<file path="config.mk">
export PLATFORM = sky130hd
export DESIGN_NAME = dvs_sequencer
export DESIGN_NICKNAME = d
export VERILOG_FILES = /design/src/rtl/dvs_sequencer.sv
export SDC_FILE = /design/constraint.sdc
export NUM_CORES = 1
export LEC_CHECK = 0
export CORE_MARGIN = 5
export CORE_UTILIZATION = 47
export DETAILED_ROUTE_END_ITERATION = 8
export MAX_ROUTING_LAYER = met4
export PLACE_DENSITY = 0.69
export SYNTH_ARGS = -nofsm -noshare
export SYNTH_HDL_FRONTEND = slang
export SYNTH_SLANG_ARGS = --single-unit
</file>
<file path="constraint.sdc">
create_clock -name clk -period 1.85 [get_ports clk]
set_input_delay 0.2775 -clock clk [delete_from_list [all_inputs] [get_ports clk]]
set_output_delay 0.2775 -clock clk [all_outputs]
set_load 0.005 [all_outputs]
</file>
<file path="src/rtl/dvs_sequencer.sv">
module dvs_sequencer #(
  parameter int NUM_PTS       = 7,
  parameter int SETTLE_CYCLES = 18750,
  parameter int IDX_W         = $clog2(NUM_PTS)
) (
  input  logic             clk,
  input  logic             rst_n,
  input  logic             req_valid,
  input  logic [IDX_W-1:0] req_idx,
  output logic [IDX_W-1:0] vsel,
  output logic [IDX_W-1:0] fsel,
  output logic             busy
);

  localparam int CNT_W = $clog2(SETTLE_CYCLES + 1);
  localparam logic [IDX_W-1:0] TOP_IDX = IDX_W'(NUM_PTS - 1);
  localparam logic [CNT_W-1:0] CNT_LOAD = CNT_W'(SETTLE_CYCLES - 1);

  typedef enum logic [1:0] {S_IDLE, S_FIRST, S_SECOND} state_t;

  state_t           state;
  logic [CNT_W-1:0] cnt;
  logic [IDX_W-1:0] vsel_q, fsel_q, tgt, pend_idx, req_clamped;
  logic             pend_vld, going_up;

  assign req_clamped = (req_idx > TOP_IDX) ? TOP_IDX : req_idx;
  assign vsel = vsel_q;
  assign fsel = fsel_q;
  assign busy = (state != S_IDLE);

  always_ff @(posedge clk or negedge rst_n) begin
    if (!rst_n) begin
      state    <= S_IDLE;
      cnt      <= '0;
      vsel_q   <= '0;
      fsel_q   <= '0;
      tgt      <= '0;
      going_up <= 1'b0;
      pend_vld <= 1'b0;
      pend_idx <= '0;
    end else begin
      if (req_valid) begin
        pend_vld <= 1'b1;
        pend_idx <= req_clamped;
      end
      case (state)
        S_IDLE: begin
          if (pend_vld) begin
            if (!req_valid) pend_vld <= 1'b0;
            tgt <= pend_idx;
            cnt <= CNT_LOAD;
            if (pend_idx > vsel_q) begin
              vsel_q   <= pend_idx;
              going_up <= 1'b1;
              state    <= S_FIRST;
            end else if (pend_idx < vsel_q) begin
              fsel_q   <= pend_idx;
              going_up <= 1'b0;
              state    <= S_FIRST;
            end
          end
        end
        S_FIRST: begin
          if (cnt == '0) begin
            if (going_up) fsel_q <= tgt;
            else          vsel_q <= tgt;
            cnt   <= CNT_LOAD;
            state <= S_SECOND;
          end else begin
            cnt <= cnt - 1'b1;
          end
        end
        S_SECOND: begin
          if (cnt == '0) state <= S_IDLE;
          else           cnt   <= cnt - 1'b1;
        end
        default: state <= S_IDLE;
      endcase
    end
  end

endmodule

</file>
# Word level (Yosys, flattened, before mapping)
# Cells that the tools add are included.
# classes
shifts	0
n_eq_ne	12
mux	28
reduce_logical	12
n_bitwise	0
order_cmp	3
n_div	0
n_addsub	1
multipliers	0
# ops
operator	n
15-bit two-way mux	3
15-bit one-hot mux with 3 select lines	1
3-bit two-way mux	10
2-bit != test, second input constant	9
15-bit zero test	1
15-bit by 1-bit subtractor with 15-bit output, second input constant	1
3-bit one-hot mux with 2 select lines	2
2-bit two-way mux	5
1-bit two-way mux	6
2-bit one-hot mux with 3 select lines	1
3-bit AND reduction	2
6-bit AND reduction	1
2-bit nonzero test	3
5-bit AND reduction	1
4-bit AND reduction	1
3-bit > comparator	1
3-bit > comparator, second input constant	1
3-bit less-than comparator	1
3-bit != test, second input constant	1
3-bit nonzero test	1
2-bit by 1-bit == test with 1-bit output, second input constant	1
2-bit == test, second input constant	1
2-bit zero test	1
2-bit AND reduction	1
# totals
word_cells	64
ff_bits	31
ramBits	0
mem_count	0
out_inout_bits	7
latchBits	0
rom_bits	0
inputBits	6

# Depth between registers and ports, before layout
# depth
ltp_word	5
mapped_depth	8
mapped_depth_nobuf	7

# Worst setup path before layout
# No wires, ideal clock.
# synth_timing
kind	reg-to-reg
from	register cnt[0]
to	register fsel_q[0], in the netlist fsel[0]
stages_incl_launch_ff	8
setup_ns	0.125
n_path_buf	0
slack_ns	-0.076
arrival_ns	1.802
required_ns	1.725
synth_period_minus_slack_ns	1.926
cell_sequence	dfrtp_1 > inv_1 > ha_1 > nor4b_1 > and4_1 > nand2_1 > a21oi_1 > mux2_2
# synth_via
elab_chain_len	3
# synth_lines
item	line	source
start, declared	22	logic [CNT_W-1:0] cnt;
start signal, assigned	70	cnt <= cnt - 1'b1;
start signal, assigned	75	else cnt <= cnt - 1'b1;
15-bit zero test	64	if (cnt == '0) begin
2-bit != test (no source line)	-	
6-bit AND reduction (no source line)	-	
end signal, assigned	57	fsel_q <= pend_idx;
end signal, assigned	65	if (going_up) fsel_q <= tgt;
end, declared	23	logic [IDX_W-1:0] vsel_q, fsel_q, tgt, pend_idx, req_clamped;
# Every way passes these cells.
# A chain may end at the register's enable or synchronous reset.

# Worst setup path in the final report
# layout_timing
from	register cnt[2]
to	register fsel_q[1], in the netlist fsel[1]
# Same word-level chain as after synthesis.

==> flow_summary.ini <==
[worst_setup_path]
cp.buffers_inverters = 0
cp_max_fo = 5
crit_family = simple AND/OR/NAND/NOR gates
crit_type = reg2reg
endpoint_kind = flip-flop
crit_arrival_ns = 2.07
startpoint_type = flip-flop
crit_chain = nor4_1 > and4_4 > nand2_4 > a21oi_4 > mux2_2
slowest_stage = dfrtp_1
crit_required_ns = 2.03
worst_path_largest_cell_delay_ns = 0.42

[sta]
worst_slew_pin_slew_ns = 0.412
max_freq_mhz = 530
final.min_clock_period_ns = 1.89
final-setup-viol-count = 3
relSlewSlack_pct = 72.5
setup_slack_ns = -0.0379
fin_skew_ns = 0.0155
setup_tns_ns = -0.103
period_share_pct = 102
report.final.slew_viol_count = 0
hold_violations = 0
rsz0062_at_grt = yes

[clock_tree]
insertion_delay_ns = 0.30
clk_pin_slew_ns = 0.08
holdBufCountCts = 0
cts_buffers = 5
cts_buffer_depth = 2
ctsRootBufferMaster = clkbuf_8
tritoncts = yes
cts.htree.levels = 2
clkSinkCount = 31

[final_layout]
nNetsFinal = 249
drive_above_1_share_pct = 41.9
multi_input_area_um2 = 1130
syn2layout_area_growth_pct = 45.9
seq_area_um2 = 776
post-route-util_pct = 70.3
fill_cells = 270
mostFrequentLayoutCells = buf_4 (34), dfrtp_1 (31), nand2_1 (14), o21ai_0 (14), clkdlybuf4s50_1 (11)
layout_commonest_cell = buf_4
diodes = 0

[pwr]
p_int_mw = 2.81
peakVddDrop_v = 0.000815
switchingPower_mw = 1.72
leakagePower_nw = 1.14
powerDensity_nw_per_um2 = 1760
power_frac_clock_pct = 15.7
pwr-share-comb_pct = 58.5
p_seq_share_pct = 25.8
switching_share_pct = 38.0

[floorplanning]
num_io_pins = 13
die_area_um2 = 5080
start_util_pct = 48.2
die_x_um = 71.2
rows = 22
core_region_area_um2 = 3660
fp.dieH_um = 71.2

[detailed_routing]
dr.pass1.iters = 4
via_per_inst = 5.91
drt_iter0_drc = 111
wl_per_cell_um = 17.2
drc = 0
ant_nets = 0
drt-total-wl_um = 4860
num_vias = 1667

[run_status]
violations = negative setup slack
outcome = finished, violations left

[synthesis]
syn-num-nets = 195
seq_area_frac_synth_pct = 44.0
syn_inst = 179
ys_warn_count = 0
ys_types = 42
synth.avg_cell_area_um2 = 9.85
ys_ff_latch = 31
syn_area_um2 = 1760

[global_route]
grt_pass1_wl_um = 7690
groute.usage.overall_pct = 19.8
grt_pass1_vias = 1676
grt_max_degree = 32
overflow = 0
antenna_found_initial = 0

[place]
portBuffers = 12
gp_congestion = 0.894
dp_hpwl_um = 3200

[run]
maxCapViolCount = 0

[hold_path]
hold_path_class = in2async
-- power groups by stage --
stage	combinational (mW)	sequential [mW]	clock [mW]
after global placement	1.97	1.13	0
after detailed placement	2.06	1.15	0
after floorplan	1.16	1.14	0
final	2.65	1.17	0.713
after global routing	2.87	1.20	0.752
after CTS	2.30	1.15	0.721
-- flip-flops by register name (all words and copies together) (netlist names) --
register	count
cnt	15
fsel	3
pend_idx	3
tgt	3
vsel	3
state	2
going_up	1
pend_vld	1
-- worst paths after layout --
path / depth (start not counted) / endpoint / from / slack (ns)
max: 5 / fsel[1] / cnt[2] / -0.04
max in group asynchronous: 2 / cnt[3] / rst_n / 1.17
max reg2reg: 5 / fsel[1] / cnt[2] / -0.04
min: 2 / going_up / rst_n / 0.37
min reg2reg: 2 / tgt[0] / tgt[0] / 0.51
min in group clk: 2 / tgt[0] / tgt[0] / 0.51
-- Yosys cell counts --
library cell	n	share of area [%]
nor3_1	8	2.3
a21bo_2	2	1.1
nor4b_1	1	0.50
nand2_1	15	3.2
o21ai_0	16	4.5
o31ai_1	2	0.85
and4b_2	1	0.64
o21ai_1	2	0.57
a31oi_1	6	2.1
nor3b_1	1	0.43
o22ai_1	1	0.36
ha_1	10	7.1
a41oi_1	1	0.50
nor2b_1	3	1.1
o311ai_0	1	0.50
nand2b_1	3	1.1
a21boi_0	1	0.43
o21a_1	1	0.43
a21o_1	1	0.43
o41ai_1	1	0.50
nand3_1	2	0.57
or3_1	2	0.71
nor2_1	9	1.9
o311ai_1	1	0.50
nand4_1	2	0.71
a211oi_1	1	0.43
and4_1	1	0.50
nor4_1	1	0.36
o22a_1	1	0.50
a21boi_1	2	0.85
inv_1	11	2.3
nor3_2	1	0.57
or4_1	1	0.43
a22o_1	7	3.5
o211ai_1	1	0.43
dfrtp_1	31	44
or4_4	2	1.3
a21oi_1	8	2.3
mux2_2	13	8.3
clkbuf_1	3	0.64
and2_1	1	0.36
buf_2	1	0.28
-- metrics by stage --
stage / hold slack, ns / total power, mW / cell area (µm²) / setup slack, ns / std cells
4_1_cts: 0.382 / 4.17 / 2400 / -0.0424 / 280
5_1_grt: 0.407 / 4.82 / 2570 / -0.123 / 282
3_5_place_dp: 0.498 / 3.21 / 2170 / -0.259 / 265
3_3_place_gp: 0.464 / 3.10 / 2170 / -0.112 / 265
2_1_floorplan: -0.0181 / 2.30 / 1770 / -0.0275 / 179
6_report: 0.375 / 4.53 / 2570 / -0.0379 / 282
-- layout make-up --
cell class              instances  share of cell area, %
multi-input cells             133                   44.1
flip-flops and latches         31                   30.2
repair buffers                 51                   17.2
clock buffers                   6                   3.21
well taps                      48                   2.33
inverters                      11                   1.61
clock inverters                 2                   1.36
-- cells by family after synthesis --
logic type	count (synthesis)	share of synthesized area (%)
DFF	31	44.0
AOI/OAI and AO/OA	56	20.8
buffers and inverters	15	3.26
and+or+nand+nor	54	16.5
adders and majority gates	10	7.10
muxes	13	8.30
-- routing by layer --
layer / GRT usage [%] / vias up / part of all wire [%]
li1: - / 772 / -
met1: 22.6 / 833 / 42
met2: 32.4 / 45 / 51
met3: 5.05 / 17 / 4.6
met4: 9.39 / 0 / 2.6
met5: - / - / 0
-- what timing repair did --
| item | in CTS | in global routing |
|---|---|---|
| endpoints found under the setup margin | 24 | 21 |
| pin swaps | 8 | 11 |
| gates cloned | 0 | 1 |
| resized for setup | 21 | 33 |
| buffers inserted | 7 | 1 |
Note: power is estimated with default switching activity, not from simulation.
